$ cat config.mk
export PLATFORM = sky130hd
export DESIGN_NAME = spi_duplex_port
export DESIGN_NICKNAME = d
export VERILOG_FILES = /design/src/rtl/spi_port_pkg.sv /design/src/rtl/spi_nss_filter.sv /design/src/rtl/spi_slave_sync.sv /design/src/rtl/spi_master_timer.sv /design/src/rtl/spi_duplex_port.sv
export SDC_FILE = /design/constraint.sdc
export NUM_CORES = 1
export LEC_CHECK = 0
export ABC_AREA = 1
export BUFFER_PORTS_ARGS = -buffer_cell sky130_fd_sc_hd__clkbuf_2
export CELL_PAD_IN_SITES_DETAIL_PLACEMENT = 2
export CELL_PAD_IN_SITES_GLOBAL_PLACEMENT = 2
export CORE_MARGIN = 2
export CORE_UTILIZATION = 28
export CTS_BUF_LIST = sky130_fd_sc_hd__clkbuf_4 sky130_fd_sc_hd__clkbuf_8
export DETAILED_ROUTE_END_ITERATION = 6
export HOLD_SLACK_MARGIN = 0.15
export PLACE_DENSITY = 0.79
export SETUP_SLACK_MARGIN = 0.4
export SYNTH_ARGS = -nofsm -noshare
export SYNTH_HDL_FRONTEND = slang
export SYNTH_HIERARCHICAL = 1
export SYNTH_SLANG_ARGS = --single-unit
$ cat constraint.sdc
create_clock -name clk -period 4.17 [get_ports clk]
set_input_delay 0.834 -clock clk [delete_from_list [all_inputs] [get_ports clk]]
set_output_delay 0.834 -clock clk [all_outputs]
set_load 0.005 [all_outputs]
$ cat src/rtl/spi_port_pkg.sv
package spi_port_pkg;
  localparam int unsigned BIT_BUSY   = 7;
  localparam int unsigned BIT_MASTER = 6;
  localparam int unsigned BIT_CPHA   = 5;
  localparam int unsigned BIT_CPOL   = 4;
  localparam int unsigned BIT_SEL    = 3;
  localparam int unsigned BIT_RAW    = 2;
  localparam int unsigned BIT_SRMT   = 1;
  localparam int unsigned BIT_RXBMT  = 0;

  typedef struct packed {
    logic master;
    logic cpha;
    logic cpol;
  } spi_mode_t;
endpackage

$ cat src/rtl/spi_nss_filter.sv
module spi_nss_filter #(
  parameter int unsigned SYNC_N  = 2,
  parameter int unsigned AGREE_N = 3
) (
  input  logic clk,
  input  logic rst,
  input  logic pin_i,
  output logic synced_o,
  output logic filt_o
);
  logic [SYNC_N-1:0]  sync_q;
  logic [AGREE_N-2:0] hist_q;
  logic               filt_q;
  logic [AGREE_N-1:0] window;

  assign window = {hist_q, sync_q[SYNC_N-1]};

  always_ff @(posedge clk) begin
    if (rst) begin
      sync_q <= '1;
      hist_q <= '1;
      filt_q <= 1'b1;
    end else begin
      sync_q <= {sync_q[SYNC_N-2:0], pin_i};
      hist_q <= window[AGREE_N-2:0];
      if (&window)       filt_q <= 1'b1;
      else if (~|window) filt_q <= 1'b0;
    end
  end

  assign synced_o = sync_q[SYNC_N-1];
  assign filt_o   = filt_q;
endmodule

$ cat src/rtl/spi_slave_sync.sv
module spi_slave_sync #(
  parameter int unsigned SYNC_N = 2
) (
  input  logic clk,
  input  logic rst,
  input  logic sck_i,
  input  logic mosi_i,
  output logic rise_o,
  output logic fall_o,
  output logic mosi_o
);
  logic [SYNC_N:0]   sck_q;
  logic [SYNC_N-1:0] dat_q;

  always_ff @(posedge clk) begin
    if (rst) begin
      sck_q <= '0;
      dat_q <= '0;
    end else begin
      sck_q <= {sck_q[SYNC_N-1:0], sck_i};
      dat_q <= {dat_q[SYNC_N-2:0], mosi_i};
    end
  end

  assign rise_o = sck_q[SYNC_N-1] & ~sck_q[SYNC_N];
  assign fall_o = ~sck_q[SYNC_N-1] & sck_q[SYNC_N];
  assign mosi_o = dat_q[SYNC_N-1];
endmodule

$ cat src/rtl/spi_master_timer.sv
module spi_master_timer #(
  parameter int unsigned DATA_W = 8,
  parameter int unsigned DIV_W  = 8
) (
  input  logic             clk,
  input  logic             rst,
  input  logic             start_i,
  input  logic [DIV_W-1:0] div_i,
  output logic             active_o,
  output logic             half_o,
  output logic             bit_end_o,
  output logic             last_bit_o
);
  localparam int unsigned CNT_W = $clog2(DATA_W);
  localparam logic [CNT_W-1:0] LAST = CNT_W'(DATA_W - 1);

  logic             active_q, half_q;
  logic [DIV_W-1:0] tick_q;
  logic [CNT_W-1:0] bit_q;

  always_ff @(posedge clk) begin
    if (rst) begin
      active_q <= 1'b0;
      half_q   <= 1'b0;
      tick_q   <= '0;
      bit_q    <= '0;
    end else if (!active_q) begin
      if (start_i) begin
        active_q <= 1'b1;
        half_q   <= 1'b0;
        tick_q   <= '0;
        bit_q    <= '0;
      end
    end else if (tick_q == div_i) begin
      tick_q <= '0;
      half_q <= ~half_q;
      if (half_q) begin
        bit_q <= bit_q + 1'b1;
        if (bit_q == LAST) active_q <= 1'b0;
      end
    end else begin
      tick_q <= tick_q + 1'b1;
    end
  end

  assign active_o   = active_q;
  assign half_o     = half_q;
  assign bit_end_o  = active_q && half_q && (tick_q == div_i);
  assign last_bit_o = (bit_q == LAST);
endmodule

$ cat src/rtl/spi_duplex_port.sv
module spi_duplex_port
  import spi_port_pkg::*;
#(
  parameter int unsigned DATA_W  = 8,
  parameter int unsigned DIV_W   = 8,
  parameter int unsigned SYNC_N  = 2,
  parameter int unsigned AGREE_N = 3
) (
  input  logic              clk,
  input  logic              rst,
  input  logic              cfg_we,
  input  logic [7:0]        cfg_wdata,
  output logic [7:0]        cfg_rdata,
  input  logic              tx_we,
  input  logic [DATA_W-1:0] tx_wdata,
  input  logic              rx_re,
  output logic [DATA_W-1:0] rx_rdata,
  input  logic [DIV_W-1:0]  clk_div,
  output logic              sck_o,
  output logic              mosi_o,
  input  logic              miso_i,
  input  logic              sck_i,
  input  logic              mosi_i,
  output logic              miso_o,
  input  logic              nss_i
);
  localparam int unsigned CNT_W = $clog2(DATA_W);
  localparam logic [CNT_W-1:0] LAST = CNT_W'(DATA_W - 1);

  spi_mode_t         mode_q;
  logic [DATA_W-1:0] txbuf_q, rxbuf_q, sh_q, rsh_q;
  logic              tx_full_q, rx_full_q, srmt_q;
  logic [CNT_W-1:0]  scnt_q;

  logic nss_synced, nss_filt, slv_sel;
  logic s_rise, s_fall, mosi_s;
  logic m_active, m_half, m_bit_end, m_last;
  logic m_start, s_sample, s_shift, s_load, busy;
  logic [DATA_W-1:0] m_rx_next, s_rx_next;

  spi_nss_filter #(.SYNC_N(SYNC_N), .AGREE_N(AGREE_N)) u_nss (
    .clk(clk), .rst(rst), .pin_i(nss_i), .synced_o(nss_synced), .filt_o(nss_filt)
  );

  spi_slave_sync #(.SYNC_N(SYNC_N)) u_ssync (
    .clk(clk), .rst(rst), .sck_i(sck_i), .mosi_i(mosi_i),
    .rise_o(s_rise), .fall_o(s_fall), .mosi_o(mosi_s)
  );

  spi_master_timer #(.DATA_W(DATA_W), .DIV_W(DIV_W)) u_mtim (
    .clk(clk), .rst(rst), .start_i(m_start), .div_i(clk_div),
    .active_o(m_active), .half_o(m_half), .bit_end_o(m_bit_end), .last_bit_o(m_last)
  );

  assign slv_sel   = ~nss_filt;
  assign m_start   = mode_q.master && tx_full_q && !m_active;
  assign s_sample  = !mode_q.master && slv_sel &&
                     ((mode_q.cpol == mode_q.cpha) ? s_rise : s_fall);
  assign s_shift   = !mode_q.master && slv_sel &&
                     ((mode_q.cpol == mode_q.cpha) ? s_fall : s_rise);
  assign s_load    = !mode_q.master && srmt_q && tx_full_q &&
                     (scnt_q == '0) && !s_sample;
  assign m_rx_next = {rsh_q[DATA_W-2:0], miso_i};
  assign s_rx_next = {rsh_q[DATA_W-2:0], mosi_s};

  always_ff @(posedge clk) begin
    if (rst) begin
      mode_q    <= '0;
      txbuf_q   <= '0;
      rxbuf_q   <= '0;
      sh_q      <= '0;
      rsh_q     <= '0;
      tx_full_q <= 1'b0;
      rx_full_q <= 1'b0;
      srmt_q    <= 1'b1;
      scnt_q    <= '0;
    end else begin
      if (cfg_we) begin
        mode_q.master <= cfg_wdata[BIT_MASTER];
        mode_q.cpha   <= cfg_wdata[BIT_CPHA];
        mode_q.cpol   <= cfg_wdata[BIT_CPOL];
      end
      if (rx_re) rx_full_q <= 1'b0;

      // master path
      if (m_start) begin
        sh_q      <= txbuf_q;
        tx_full_q <= 1'b0;
      end
      if (m_bit_end) begin
        rsh_q <= m_rx_next;
        sh_q  <= {sh_q[DATA_W-2:0], 1'b0};
        if (m_last) begin
          rxbuf_q   <= m_rx_next;
          rx_full_q <= 1'b1;
        end
      end

      // slave path
      if (!slv_sel || mode_q.master) scnt_q <= '0;
      if (s_sample) begin
        rsh_q <= s_rx_next;
        if (scnt_q == LAST) begin
          scnt_q    <= '0;
          rxbuf_q   <= s_rx_next;
          rx_full_q <= 1'b1;
          if (tx_full_q) begin
            sh_q      <= txbuf_q;
            tx_full_q <= 1'b0;
          end else begin
            srmt_q <= 1'b1;
          end
        end else begin
          scnt_q <= scnt_q + 1'b1;
          if (scnt_q == '0) srmt_q <= 1'b0;
        end
      end else if (s_shift && (scnt_q != '0)) begin
        sh_q <= {sh_q[DATA_W-2:0], 1'b0};
      end
      if (s_load) begin
        sh_q      <= txbuf_q;
        tx_full_q <= 1'b0;
        srmt_q    <= 1'b0;
      end

      if (tx_we && !tx_full_q) begin
        txbuf_q   <= tx_wdata;
        tx_full_q <= 1'b1;
      end
    end
  end

  assign busy     = mode_q.master ? m_active : (slv_sel && (scnt_q != '0));
  assign sck_o    = (mode_q.master && m_active) ? (mode_q.cpol ^ mode_q.cpha ^ m_half)
                                                : mode_q.cpol;
  assign mosi_o   = mode_q.master & sh_q[DATA_W-1];
  assign miso_o   = ~mode_q.master & sh_q[DATA_W-1];
  assign rx_rdata = rxbuf_q;

  always_comb begin
    cfg_rdata             = '0;
    cfg_rdata[BIT_BUSY]   = busy;
    cfg_rdata[BIT_MASTER] = mode_q.master;
    cfg_rdata[BIT_CPHA]   = mode_q.cpha;
    cfg_rdata[BIT_CPOL]   = mode_q.cpol;
    cfg_rdata[BIT_SEL]    = slv_sel;
    cfg_rdata[BIT_RAW]    = nss_i;
    cfg_rdata[BIT_SRMT]   = mode_q.master | srmt_q;
    cfg_rdata[BIT_RXBMT]  = mode_q.master | ~rx_full_q;
  end
endmodule

==> results.txt, run 1 <==
status -> complete, no violations
final worst path period share -> 60.95%
top routing layer used -> met4
via count -> 3,358
Sw Pwr -> 0.3705 mW
hold path cells -> 2
Setup CP Type -> in -> reg
crit start category -> primary input
number of flops mapped to enable cells by yosys -> 0
Initial Util -> 28.33%
Nets -> 589
DRC -> 0
Rel. slew slack -> 42.54%
sequential power share -> 49.3%
# diodes -> 0
Mapped Area -> 0.003361 mm^2
number of global-route vias before repair -> 3,689
maximum VDD drop -> 0.1122 mV
max-cap viol count -> 0
DIE HEIGHT -> 113.6 um
Synthesis Warnings -> 6
initial antenna violation count -> 0
CP max stage delay -> 0.35 ns
Switching Fraction -> 28.43%
DR WL/cell -> 15.00 um
worst r2r src -> u_mtim/active_o
Post-synth top flop -> dfxtp_1
Clk network pwr share -> 39.3%
I/O Buffers -> 46
Final Non-Filler Cells -> 702
crit path DAT -> 2.77 ns
Worst-path clk slew -> 0.07 ns
total power -> 1.303 mW
critical-path maximum fanout -> 13
syn_nets -> 545
Post-CTS Resized -> 0
worst reg2reg path depth -> 11
gr ovfl total -> 0
WL met3 -> 235 um
Slew Limit Fails -> 0
Metal-1 WL -> 4.759 mm
CP Data Required Time -> 4.40 ns
Setup crit end kind -> register
Post-synth top cells -> nand2_1 (125), nor2_1 (87), dfxtp_1 (63)
detailed-routed wire length on met2 -> 5.340 mm
combinational share of power -> 11.4%
row count -> 40
Worst-Margin Slew -> 0.8609 ns
standard cell core area -> 0.01186 mm^2
# clock sinks -> 63
Post-synth ARST share -> 0%
Seq cells post-synth -> 63
die extent in x -> 113.6 um
Die Area -> 0.01289 mm^2
Yosys cell types -> 31
maximum number of pins on one net before global-route repair -> 29
RSZ-0062 raised after global routing -> no
Peak Freq -> 0.3935 GHz
CTS buffer count -> 9
CTS tree -> done
Yosys top cell by area -> dfxtp_1
first drt pass iteration count -> 4
Vias per Instance -> 4.783
post-layout min period -> 2.542 ns
Worst Clk Skew -> 0.008580 ns
Max Root-Sink Buffers -> 2
Hold Vio Cnt, Final -> 0
setup TNS -> 0 ns
worst-path cell chain -> clkbuf_2 > inv_1 > nand2_1 > nand2_1 > nand2_1 > nor2_2 > nand3_2 > inv_2 > clkinv_1 > nand3_1 > nand2_1 > nor2_1 > nor2_1 > nor2_1 > nor2_1
Pint -> 0.9327 mW
ratio of cells with drive above 1 in the final layout -> 16.76%
HP Class -> reg -> reg
Clock Tree Root -> clkbuf_8
I/O Pins -> 52
Worst-Skew Late Latency -> 0.35 ns
Hold EP -> u_ssync/sck_q[1]
Area growth, synth to finish -> 15.26%
setup slack, reg-to-reg -> 1.71 ns
top cells by area, synth -> dfxtp_1 (38%), nand2_1 (14%), nor2_1 (9.7%)
DRT iter0 DRCs -> 87
hold path start -> u_ssync/sck_q[0]
postcts setup bufs -> 0
register area share after synthesis -> 37.53%
Final Routed Wirelength -> 10.53 mm
Avg Cell Area, Syn -> 6.642 um^2
gr usage total -> 17.37%
first-pass GRT wire length -> 17.84 mm
reg2reg end -> sh_q[6]
count leader, synth -> nand2_1
H-tree Lvls -> 3
Synth top area share -> 37.53%
PwrDens -> 336.4 mW/mm^2
Final setup viols -> 0
cells after synthesis -> 506
Routability Congestion -> 0.7832
CP max-delay cell -> clkinv_1
placed cells -> 686
Leakage Power -> 1.997 nW
worst hold slack -> 0.4088 ns
# hold bufs at CTS -> 0
DPL Wire Length -> 7.473 mm
ANT nets after route -> 0
flip-flops by register name, indices dropped and copies added, names as in the netlist, 3 cells and up:
register and cells:
u_ssync/sck_q 3, scnt_q 3, u_mtim/tick_q 8, u_mtim/bit_q 3, txbuf_q 8, rx_rdata 8, sh_q 8, rsh_q 7
cfg_rdata 3
metrics by stage:
stage | area (um^2) | util [%] | setup WS, ns
after floorplan | 3361 | - | 1.880
after global placement | 3690 | 31.11 | 1.362
after detailed placement | 3690 | 31.11 | 1.279
after CTS | 3874 | 32.66 | 1.596
after global routing | 3874 | 32.66 | 1.314
final | 3874 | 32.66 | 1.628
power by group through the flow:
stage	clock network [mW]	registers, mW	logic (mW)
2_1_floorplan	0	0.648	0.101
3_3_place_gp	0	0.655	0.140
3_5_place_dp	0	0.656	0.148
4_1_cts	0.527	0.643	0.151
5_1_grt	0.555	0.646	0.171
6_report	0.512	0.643	0.148
how the worst max path moves through the flow:
stage               startpoint  slack (ns)      end
global route        clk_div[6]        1.31  sh_q[6]
finish              clk_div[6]        1.63  sh_q[6]
detailed placement  clk_div[6]        1.28  sh_q[5]
global placement    clk_div[7]        1.36  sh_q[6]
floorplan           clk_div[7]        1.88  sh_q[1]
CTS                 clk_div[6]        1.60  sh_q[6]
final cells by class:
cell class                 instances  area (um^2)
clock buffer                      13        166.4
clock inverter                     3        17.52
fill                            1467         7988
inverter                          64        242.7
multi-input combinational        365         1764
sequential                        63         1261
tap                              147        183.9
timing repair buffer              47        237.7
routing by layer:
metal	vias up	global-route usage, %
met5	-	0
met4	0	6.179
met3	19	2.922
met2	37	31.66
met1	1613	20.53
li1	1689	-
critical path, delay by kind of cell:
kind	cells	cell delay [ns]
buf+inv	4	0.76
simple gates	11	1.17
cell usage in the layout, fill, tap and decap left out:
master      Yosys  layout
a21oi_1        26      26
a31oi_1         1       1
buf_4           3       1
clkbuf_2        0      46
clkbuf_4        0       2
clkbuf_8        0      11
clkinv_1        1       1
clkinv_2        0       2
clkinvlp_4      0       1
dfxtp_1        63      63
ha_1            6       6
inv_1          53      53
inv_2           9       9
inv_4           1       1
mux2i_1         1       1
nand2_1       125     125
nand2_2         4       4
nand2_4         2       2
nand3_1        38      38
nand3_2         5       5
nand4_1        13      13
nor2_1         87      87
nor2_2          3       3
nor2_4          2       2
nor2_8          3       3
nor3_1          2       2
o211a_1         1       1
o21ai_0        36      36
o21ai_1         1       1
or2_1           2       2
or2_2           1       1
xnor2_1         4       4
xor2_1          2       2
cell families after synthesis:
family | synth area share, %
DFF | 37.53
and+or+nand+nor | 38.53
muxes | 0.2979
buffers and inverters | 9.977
adders and majority gates | 2.234
AOI/OAI and AO/OA | 9.866
xor gates and xnor gates | 1.564
Note: power is estimated with default switching activity, not from simulation.
==> run 2, diff against run 1 <==
Settings changed: ABC_AREA 1 to 0, PLACE_DENSITY 0.79 to 0.74.
Clock period 4.17 ns to 2.4 ns, I/O delays scaled along.
==> run 2 against run 1 <==
Clock skew down 0.0012 ns. Worst hold slack worse by 0.088 ns. Critical endpoint is now cfg_rdata[7]. Highest routed layer unchanged. Largest cell class unchanged. Global-route usage shrank 1.5 points. Total power rose by 82%. Die area down 7.5%. Cell count shrank 21%.
==> results.txt, run 2 <==
CP Data Required Time -> 1.92 ns
Worst-Margin Slew -> 0.5790 ns
Synth top area share -> 40.71%
commonest non-fill, non-tap cells in the layout -> dfxtp_1 (51), nand2_1 (49), clkbuf_2 (46)
final worst path period share -> 86.35%
filler instances -> 1,210
gr ovfl total -> 0
first drt pass iteration count -> 4
Mapped Area -> 0.003098 mm^2
Post-synth top cells -> dfxtp_1 (63), nand2_1 (50), a21oi_1 (34)
maximum VDD drop -> 0.2012 mV
critical-path maximum fanout -> 3
total power -> 2.374 mW
Clock Tree Root -> clkbuf_8
Final Routed Wirelength -> 9.477 mm
placed cells -> 531
Routability Congestion -> 0.7099
maximum number of pins on one net before global-route repair -> 65
RSZ-0062 raised after global routing -> yes
number of global-route vias before repair -> 3,011
cells after synthesis -> 356
# clock sinks -> 63
row count -> 38
DRC -> 0
# hold bufs at CTS -> 0
Hold Vio Cnt, Final -> 0
Hold EP -> u_nss/sync_q[0]
Avg Cell Area, Syn -> 8.702 um^2
Vias per Instance -> 5.084
number of flops mapped to enable cells by yosys -> 0
standard cell core area -> 0.01084 mm^2
ANT nets after route -> 0
Slew Limit Fails -> 0
register area share after synthesis -> 40.71%
worst r2r src -> u_ssync/sck_q[1]
Final Non-Filler Cells -> 558
reg2reg end -> sh_q[1]
Yosys cell types -> 55
hold path start -> nss_i
Max Root-Sink Buffers -> 2
I/O Buffers -> 46
Die Area -> 0.01192 mm^2
Nets -> 452
first-pass GRT wire length -> 14.73 mm
DRT iter0 DRCs -> 60
Peak Freq -> 0.4826 GHz
Initial Util -> 28.58%
Rel. slew slack -> 61.32%
Setup CP Type -> reg -> out
Worst-path clk slew -> 0.07 ns
crit path DAT -> 1.59 ns
Core Util, Final -> 36.69%
status -> complete, no violations
Seq cells post-synth -> 63
CTS buffer count -> 9
setup TNS -> 0 ns
DP Area -> 0.003558 mm^2
I/O Pins -> 52
Post-synth top flop -> dfxtp_1
syn_nets -> 395
Setup crit end kind -> primary output
H-tree Lvls -> 3
pre-CTS setup slack -> 0.2458 ns
max-cap viol count -> 0
Synthesis Warnings -> 6
Worst Setup SP -> scnt_q[0]
DIE HEIGHT -> 109.2 um
Leakage Power -> 1.562 nW
PwrDens -> 597.0 mW/mm^2
Design Area, Final -> 0.003978 mm^2
hold path cells -> 2
Worst Clk Skew -> 0.007412 ns
ratio of cells with drive above 1 in the final layout -> 29.67%
Yosys top cell by area -> dfxtp_1
HP Class -> in -> reg
CTS tree -> done
count leader, synth -> dfxtp_1
Worst-Skew Late Latency -> 0.35 ns
worst hold slack -> 0.3213 ns
Post-synth ARST share -> 0%
Area growth, synth to finish -> 28.39%
initial antenna violation count -> 0
DPL Wire Length -> 6.293 mm
setup slack, reg-to-reg -> 0.43 ns
# diodes -> 0
post-layout min period -> 2.072 ns
worst reg2reg path depth -> 6
Final setup viols -> 0
die extent in x -> 109.2 um
DR WL/cell -> 16.98 um
gr usage total -> 15.89%
Final WS setup -> 0.3277 ns
top cells by area, synth -> dfxtp_1 (41%), mux2i_1 (7.1%), nand2_1 (6.1%)
via count -> 2,837
most common cell after layout, fill and taps aside -> dfxtp_1
crit start category -> register
run 2: changes by cell type in the layout (fill, tap and decap cells not counted), sizes merged, moves of 18 or more:
cell | previous run | this run
buf | 1 | 20
o21ai | 37 | 15
nor2b | 0 | 18
nor2 | 95 | 30
mux2i | 1 | 23
nand2 | 131 | 50
inv | 63 | 6
nand3 | 43 | 3
run 2: how the worst max path moves through the flow:
stage / endpoint / slack, ns
6_report: cfg_rdata[7] / 0.33
5_1_grt: cfg_rdata[7] / 0.25
4_1_cts: cfg_rdata[7] / 0.30
3_5_place_dp: sh_q[6] / 0.25
3_3_place_gp: sh_q[6] / 0.34
2_1_floorplan: sh_q[6] / 0.40
run 2: cell families after synthesis:
group                      share of synthesized area (%)
AOI/OAI and AO/OA                                  17.12
muxes                                              8.683
and+or+nand+nor                                    22.66
adders and majority gates                          2.423
buffers and inverters                              4.241
DFF                                                40.71
xor gates and xnor gates                           4.160
run 2: where the power goes:
group / internal [mW] / switching [mW] / total (mW)
clock network: 0.640 / 0.446 / 1.09
logic: 0.0872 / 0.105 / 0.192
registers: 1.07 / 0.0288 / 1.10
total: 1.80 / 0.579 / 2.37
run 2: layout make-up:
cell class / instances / area (um^2) / share of cell area [%]
multi-input cells: 266 / 1844 / 46.37
flip-flops and latches: 63 / 1284 / 32.27
clock buffers: 11 / 151.4 / 3.806
clock inverters: 5 / 80.08 / 2.013
well taps: 140 / 175.2 / 4.404
repair buffers: 66 / 416.7 / 10.48
inverters: 7 / 26.28 / 0.6606
run 2: worst max-delay path, cell delays in order (launching register included):
cell      delay [ns]
dfxtp_2         0.34
inv_2           0.04
ha_2            0.17
nor2b_4         0.13
or3_4           0.39
nand2_2         0.07
clkbuf_2        0.11
run 2: layer usage:
| layer | track usage [%] | vias to the layer above | part of all wire (%) |
|---|---|---|---|
| met5 | 0 | - | 0 |
| met4 | 6.510 | 0 | 1.8 |
| met3 | 2.331 | 13 | 2.2 |
| met2 | 27.33 | 37 | 52 |
| met1 | 19.84 | 1433 | 44 |
| li1 | - | 1354 | - |
run 2: repair_timing:
item,in CTS,in global routing
hold endpoints to repair,0,0
cloned,0,1
pin swaps,3,6
setup buffers,3,7
gates resized for setup,12,20
setup endpoints to repair,10,17
